## src/rtl/walk_breach_tester.sv

```systemverilog
module walk_breach_tester #(
  parameter int          STATE_W   = 6,
  parameter int          IN_W      = 4,
  parameter int          ATTEMPTS  = 10000,
  parameter int          MAX_STEPS = 100,
  parameter logic [31:0] SEED_SUB  = 32'h1
) (
  input  logic                                      clk,
  input  logic                                      rst_n,
  input  logic                                      start,
  input  logic [31:0]                               seed,
  input  logic [(1<<STATE_W)-1:0]                   start_mask,
  input  logic [STATE_W-1:0]                        target_state,
  input  logic [STATE_W-1:0]                        obs_state,
  output logic                                      load_en,
  output logic [STATE_W-1:0]                        load_state,
  output logic                                      sym_valid,
  output logic [IN_W-1:0]                           sym_out,
  output logic                                      busy,
  output logic                                      done,
  output logic [$clog2(ATTEMPTS+1)-1:0]             breach_count,
  output logic [$clog2(ATTEMPTS*MAX_STEPS+1)-1:0]   len_sum,
  output logic [$clog2(MAX_STEPS+1)-1:0]            len_min,
  output logic [$clog2(MAX_STEPS+1)-1:0]            len_max
);
  localparam int CNT_W = $clog2(ATTEMPTS+1);
  localparam int LEN_W = $clog2(MAX_STEPS+1);
  localparam int SUM_W = $clog2(ATTEMPTS*MAX_STEPS+1);
  localparam logic [31:0] TAPS = 32'h8020_0003;

  typedef enum logic [1:0] {S_IDLE, S_DRAW, S_STEP, S_DONE} st_t;

  st_t              st;
  logic [31:0]      lfsr;
  logic [LEN_W-1:0] steps;
  logic [CNT_W-1:0] attempts;

  logic [31:0] lfsr_nxt;
  logic        pick, hit, at_limit, end_att, last_att;

  assign lfsr_nxt = {1'b0, lfsr[31:1]} ^ (lfsr[0] ? TAPS : 32'h0);
  assign pick     = (st == S_DRAW) && start_mask[lfsr[STATE_W-1:0]];
  assign hit      = (st == S_STEP) && (steps != '0) && (obs_state == target_state);
  assign at_limit = (steps == LEN_W'(MAX_STEPS));
  assign end_att  = (st == S_STEP) && (hit || at_limit);
  assign last_att = (attempts == CNT_W'(ATTEMPTS-1));

  assign load_en    = pick;
  assign load_state = lfsr[STATE_W-1:0];
  assign sym_valid  = (st == S_STEP) && !hit && !at_limit;
  assign sym_out    = lfsr[IN_W-1:0];
  assign busy       = (st != S_IDLE);
  assign done       = (st == S_DONE);

  always_ff @(posedge clk) begin
    if (!rst_n) begin
      st           <= S_IDLE;
      lfsr         <= SEED_SUB;
      steps        <= '0;
      attempts     <= '0;
      breach_count <= '0;
      len_sum      <= '0;
      len_min      <= '1;
      len_max      <= '0;
    end else begin
      case (st)
        S_IDLE: if (start) begin
          lfsr         <= (seed == 32'h0) ? SEED_SUB : seed;
          attempts     <= '0;
          breach_count <= '0;
          len_sum      <= '0;
          len_min      <= '1;
          len_max      <= '0;
          st           <= (start_mask == '0) ? S_DONE : S_DRAW;
        end
        S_DRAW: begin
          lfsr <= lfsr_nxt;
          if (pick) begin
            steps <= '0;
            st    <= S_STEP;
          end
        end
        S_STEP: begin
          if (!end_att) begin
            lfsr  <= lfsr_nxt;
            steps <= steps + 1'b1;
          end else begin
            if (hit) begin
              breach_count <= breach_count + 1'b1;
              len_sum      <= len_sum + SUM_W'(steps);
              if (steps < len_min) len_min <= steps;
              if (steps > len_max) len_max <= steps;
            end
            attempts <= attempts + 1'b1;
            st       <= last_att ? S_DONE : S_DRAW;
          end
        end
        default: st <= S_IDLE;
      endcase
    end
  end
endmodule

```

## config.mk

```make
export PLATFORM = sky130hd
export DESIGN_NAME = walk_breach_tester
export DESIGN_NICKNAME = d
export VERILOG_FILES = /design/src/rtl/walk_breach_tester.sv
export SDC_FILE = /design/constraint.sdc
export NUM_CORES = 1
export LEC_CHECK = 0
export ABC_AREA = 1
export BUFFER_PORTS_ARGS = -buffer_cell sky130_fd_sc_hd__buf_2
export CAP_MARGIN = 20
export CORE_UTILIZATION = 30
export DETAILED_ROUTE_END_ITERATION = 12
export GPL_TIMING_DRIVEN = 0
export PLACE_DENSITY = 0.47
export SYNTH_ARGS = -nofsm -noshare
export SYNTH_HDL_FRONTEND = slang
export SYNTH_SLANG_ARGS = --single-unit
export TNS_END_PERCENT = 30
```

## constraint.sdc

```tcl
create_clock -name clk -period 2.2 [get_ports clk]
set_input_delay 0.44 -clock clk [delete_from_list [all_inputs] [get_ports clk]]
set_output_delay 0.44 -clock clk [all_outputs]
set_load 0.1 [all_outputs]
```

==> impl_metrics.prom <==
# TYPE chip_impl_metric gauge
chip_impl_info{name="outcome",value="finished with violations"} 1
chip_impl_info{name="failed_checks",value="negative setup slack"} 1
chip_impl_metric{name="ys_seq_elements",unit=""} 103
chip_impl_info{name="timing_worst_setup_path_type",value="reg -> out"} 1
chip_impl_metric{name="fp.dieH",unit="um"} 157
chip_impl_metric{name="drive_above_1_share",unit="%"} 24.3
chip_impl_metric{name="power.share.combinational",unit="%"} 60.2
chip_impl_metric{name="h_tree_level_count",unit=""} 3
chip_impl_info{name="synth.top_cells.by_area",value="sky130_fd_sc_hd__dfxtp_1 (28%), sky130_fd_sc_hd__nand2_1 (16%), sky130_fd_sc_hd__inv_1 (8.0%)"} 1
chip_impl_metric{name="drt-pass1-iter-count",unit=""} 5
chip_impl_metric{name="synth.distinct_cells",unit=""} 43
chip_impl_metric{name="timing_max_transition_violations_final",unit=""} 0
chip_impl_info{name="commonest_cells_after_routing_fill_and_taps_aside",value="sky130_fd_sc_hd__nand2_1 (308), sky130_fd_sc_hd__buf_2 (174), sky130_fd_sc_hd__inv_1 (148), sky130_fd_sc_hd__a21oi_1 (104), sky130_fd_sc_hd__nand3_1 (86)"} 1
chip_impl_metric{name="worst_ep_arrival_time",unit="ns"} 1.91
chip_impl_metric{name="drt_drc_violations_left",unit=""} 0
chip_impl_metric{name="place.port_buffers",unit=""} 171
chip_impl_metric{name="first_pass_grt_wire_length",unit="um"} 39700
chip_impl_metric{name="final_antenna_net_count",unit=""} 0
chip_impl_metric{name="insertion_delay_to_the_later_sink_of_the_worst_skew_pair",unit="ns"} 0.35
chip_impl_metric{name="post_synth_inst_count",unit=""} 1167
chip_impl_metric{name="finalHoldViolations",unit=""} 0
chip_impl_metric{name="post_synth.cell_area_avg",unit="um^2"} 6.21
chip_impl_metric{name="totalWireLength",unit="um"} 24900
chip_impl_info{name="grt_setup_unrepaired",value="yes"} 1
chip_impl_metric{name="initialDrtViolationCount",unit=""} 454
chip_impl_info{name="cts_root_buf",value="sky130_fd_sc_hd__clkbuf_16"} 1
chip_impl_metric{name="cp_data_required_time",unit="ns"} 1.76
chip_impl_metric{name="worst_slack",unit="ns"} -0.154
chip_impl_metric{name="core",unit="um^2"} 23600
chip_impl_metric{name="crit_fanout",unit=""} 10
chip_impl_metric{name="post_drt_via_cell_ratio",unit=""} 4.76
chip_impl_metric{name="final-instance-count-excl-fill",unit=""} 1696
chip_impl_metric{name="drv_cap",unit=""} 0
chip_impl_metric{name="route.met3.wl",unit="um"} 955
chip_impl_info{name="crit_path_start_kind",value="register"} 1
chip_impl_info{name="min-delay-path-class",value="reg -> reg"} 1
chip_impl_metric{name="detailedPlace.worstSlack",unit="ns"} -0.380
chip_impl_metric{name="report.final.setup_viol",unit=""} 2
chip_impl_metric{name="worst_ir_drop_vdd",unit="V"} 0.000563
chip_impl_metric{name="placed_cells",unit=""} 1657
chip_impl_metric{name="cell_internal_pwr",unit="mW"} 5.21
chip_impl_metric{name="rr_worst_depth",unit=""} 12
chip_impl_metric{name="synth.top_cell.area_share",unit="%"} 28.4
chip_impl_metric{name="die_span_in_x",unit="um"} 157
chip_impl_metric{name="via_count_of_the_first_global_routing_pass",unit=""} 7555
chip_impl_metric{name="row_count",unit=""} 56
chip_impl_metric{name="mapped_nets",unit=""} 1307
chip_impl_metric{name="grt.overflow.total",unit=""} 0
chip_impl_metric{name="antenna-diode-count",unit=""} 0
chip_impl_metric{name="layout_min_cycle_time",unit="ns"} 2.35
chip_impl_info{name="layout.cells.most_common",value="sky130_fd_sc_hd__nand2_1"} 1
chip_impl_metric{name="p_leak",unit="nW"} 4.32
chip_impl_metric{name="route.layer.met1.wl",unit="um"} 12000
chip_impl_metric{name="n_fill_cell",unit=""} 2642
chip_impl_metric{name="vias",unit=""} 8066
chip_impl_metric{name="power_frac_clock",unit="%"} 15.6
chip_impl_metric{name="start_util",unit="%"} 30.7
chip_impl_metric{name="skew",unit="ns"} 0.00515
chip_impl_metric{name="detail_route.wl_per_cell",unit="um"} 14.7
chip_impl_metric{name="global_router_s_overall_resource_usage",unit="%"} 20.6
chip_impl_metric{name="worst_setup_hold_path_clk_slew",unit="ns"} 0.07
chip_impl_metric{name="met2_length",unit="um"} 11700
chip_impl_metric{name="gp_congestion",unit=""} 0.832
chip_impl_metric{name="worst_slew_pin_slew",unit="ns"} 0.825
chip_impl_metric{name="synthesis.area",unit="um^2"} 7250
chip_impl_metric{name="io-pin-count",unit=""} 173
chip_impl_info{name="synth_top_cell_by_area",value="sky130_fd_sc_hd__dfxtp_1"} 1
chip_impl_metric{name="final_core_density",unit="%"} 39.9
chip_impl_metric{name="finalNetCount",unit=""} 1514
chip_impl_metric{name="slew-limit-headroom",unit="%"} 45.0
chip_impl_metric{name="tritoncts.num_buffers",unit=""} 9
chip_impl_metric{name="net_switching_component_of_the_power",unit="mW"} 5.31
chip_impl_metric{name="clkSinkCount",unit=""} 103
chip_impl_metric{name="seq_power_share",unit="%"} 24.2
chip_impl_metric{name="ys_seq_area_share",unit="%"} 28.4
chip_impl_metric{name="clk_path_buf_depth",unit=""} 2
chip_impl_metric{name="power-per-cell-area",unit="nW/um^2"} 1120
chip_impl_info{name="highest-signal-layer",value="met4"} 1
chip_impl_metric{name="top_achievable_clock_speed",unit="MHz"} 425
chip_impl_metric{name="final_min_period_over_clock_period",unit="%"} 107
chip_impl_metric{name="multi_input_comb_area",unit="um^2"} 4450
chip_impl_metric{name="synth_warnings",unit=""} 0
chip_impl_metric{name="seq_area",unit="um^2"} 2110
chip_impl_metric{name="p_sw_share",unit="%"} 50.5
chip_impl_metric{name="grt_start_max_net_pins",unit=""} 16
chip_impl_info{name="cts_tree",value="done"} 1
chip_impl_metric{name="hpwlAfterDp",unit="um"} 18700
chip_impl_info{name="end_kind",value="primary output"} 1
chip_impl_metric{name="hold-path-cell-count",unit=""} 2
chip_impl_metric{name="grt_antenna_before_repair",unit=""} 0
chip_impl_metric{name="synthToLayoutAreaGrowth",unit="%"} 29.9
chip_impl_metric{name="die_area",unit="um^2"} 24800
-- cells in the mapped netlist, drive strengths merged --
library cell  count
a21o              1
a21oi           108
a22oi             1
a31oi             3
a41oi             1
buf              38
clkbuf           22
clkinv            1
dfxtp           103
fa                1
ha               28
inv             162
nand2           317
nand3            96
nand3b            3
nand4            38
nor2             90
nor3             17
nor3b             1
nor4             17
nor4b             1
o211ai           13
o21ai            71
o21bai            1
o22ai             1
o31ai             1
or2               8
xnor2             2
xor2             21
-- cell families (layout without fill, tap and decap cells) --
kind of cell,Yosys count,in the layout,share of synthesized area (%)
AOI/OAI and AO/OA,201,201,14.7
xor gates and xnor gates,23,23,2.78
adders and majority gates,29,29,5.11
buffers and inverters,223,433,13.2
DFF,103,103,28.4
and+or+nand+nor,588,588,35.8
-- area by class of cell --
class	count	share of cell area [%]
sequential	103	22.4
buffer	60	4.68
clock inverter	3	0.465
inverter	163	6.83
clock buffer	11	2.58
multi-input combinational	841	47.2
timing repair buffer	196	11.6
tap	319	4.24
-- critical path, stage by stage (launching register included) --
cell and delay (ns):
sky130_fd_sc_hd__dfxtp_4 0.37, sky130_fd_sc_hd__buf_2 0.20, sky130_fd_sc_hd__nand2_1 0.09, sky130_fd_sc_hd__nand3_1 0.09, sky130_fd_sc_hd__nand3_1 0.10, sky130_fd_sc_hd__nand3_1 0.11, sky130_fd_sc_hd__nand3_2 0.13, sky130_fd_sc_hd__nand3_4 0.09
sky130_fd_sc_hd__a21oi_4 0.18, sky130_fd_sc_hd__buf_12 0.19
-- what timing repair did --
action	4_1_cts	5_1_grt
cloned	1	2
gates resized for setup	62	57
hold endpoints to repair	0	0
endpoints found under the setup margin	101	100
hold buffers	0	0
buffers inserted	12	10
pin swaps	11	15
-- final timing paths --
| check | endpoint | slack (ns) | from |
|---|---|---|---|
| setup / recovery | load_en | -0.15 | lfsr[0] |
| setup reg to reg | len_sum[13] | 0.09 | steps[1] |
| hold reg to reg | lfsr[18] | 0.47 | lfsr[18] |
| hold / removal | lfsr[18] | 0.47 | lfsr[18] |
-- routing by layer --
metal  vias up  global-route usage [%]
met1      3665                    27.7
met4         0                    4.95
li1       4211                       -
met5         -                       0
met3        16                    2.40
met2       174                    34.8
-- flip-flops by register name (all words and copies together), names as in the netlist --
signal	cells
lfsr	32
len_sum	20
attempts	14
breach_count	14
len_max	7
len_min	7
steps	7
st	2
-- power by group through the flow --
stage                     Combinational, mW  Sequential, mW  Clock (mW)
after CTS                              5.94            2.53        1.69
after global placement                 5.50            2.58           0
after floorplan                        3.89            2.77           0
final                                  6.33            2.55        1.64
after global routing                   6.94            2.59        1.76
after detailed placement               5.50            2.58           0
-- per-stage QoR --
step	area [um^2]	setup TNS, ns	hold slack (ns)	power [mW]
detailed placement	8540	-17.89	0.455	8.08
global placement	8540	-18.55	0.452	8.08
finish	9420	-0.164	0.465	10.5
floorplan	7280	-0.740	0.444	6.66
global route	9420	-0.577	0.479	11.3
CTS	9100	-0.276	0.449	10.2
Power figures use the tool's default switching activity.
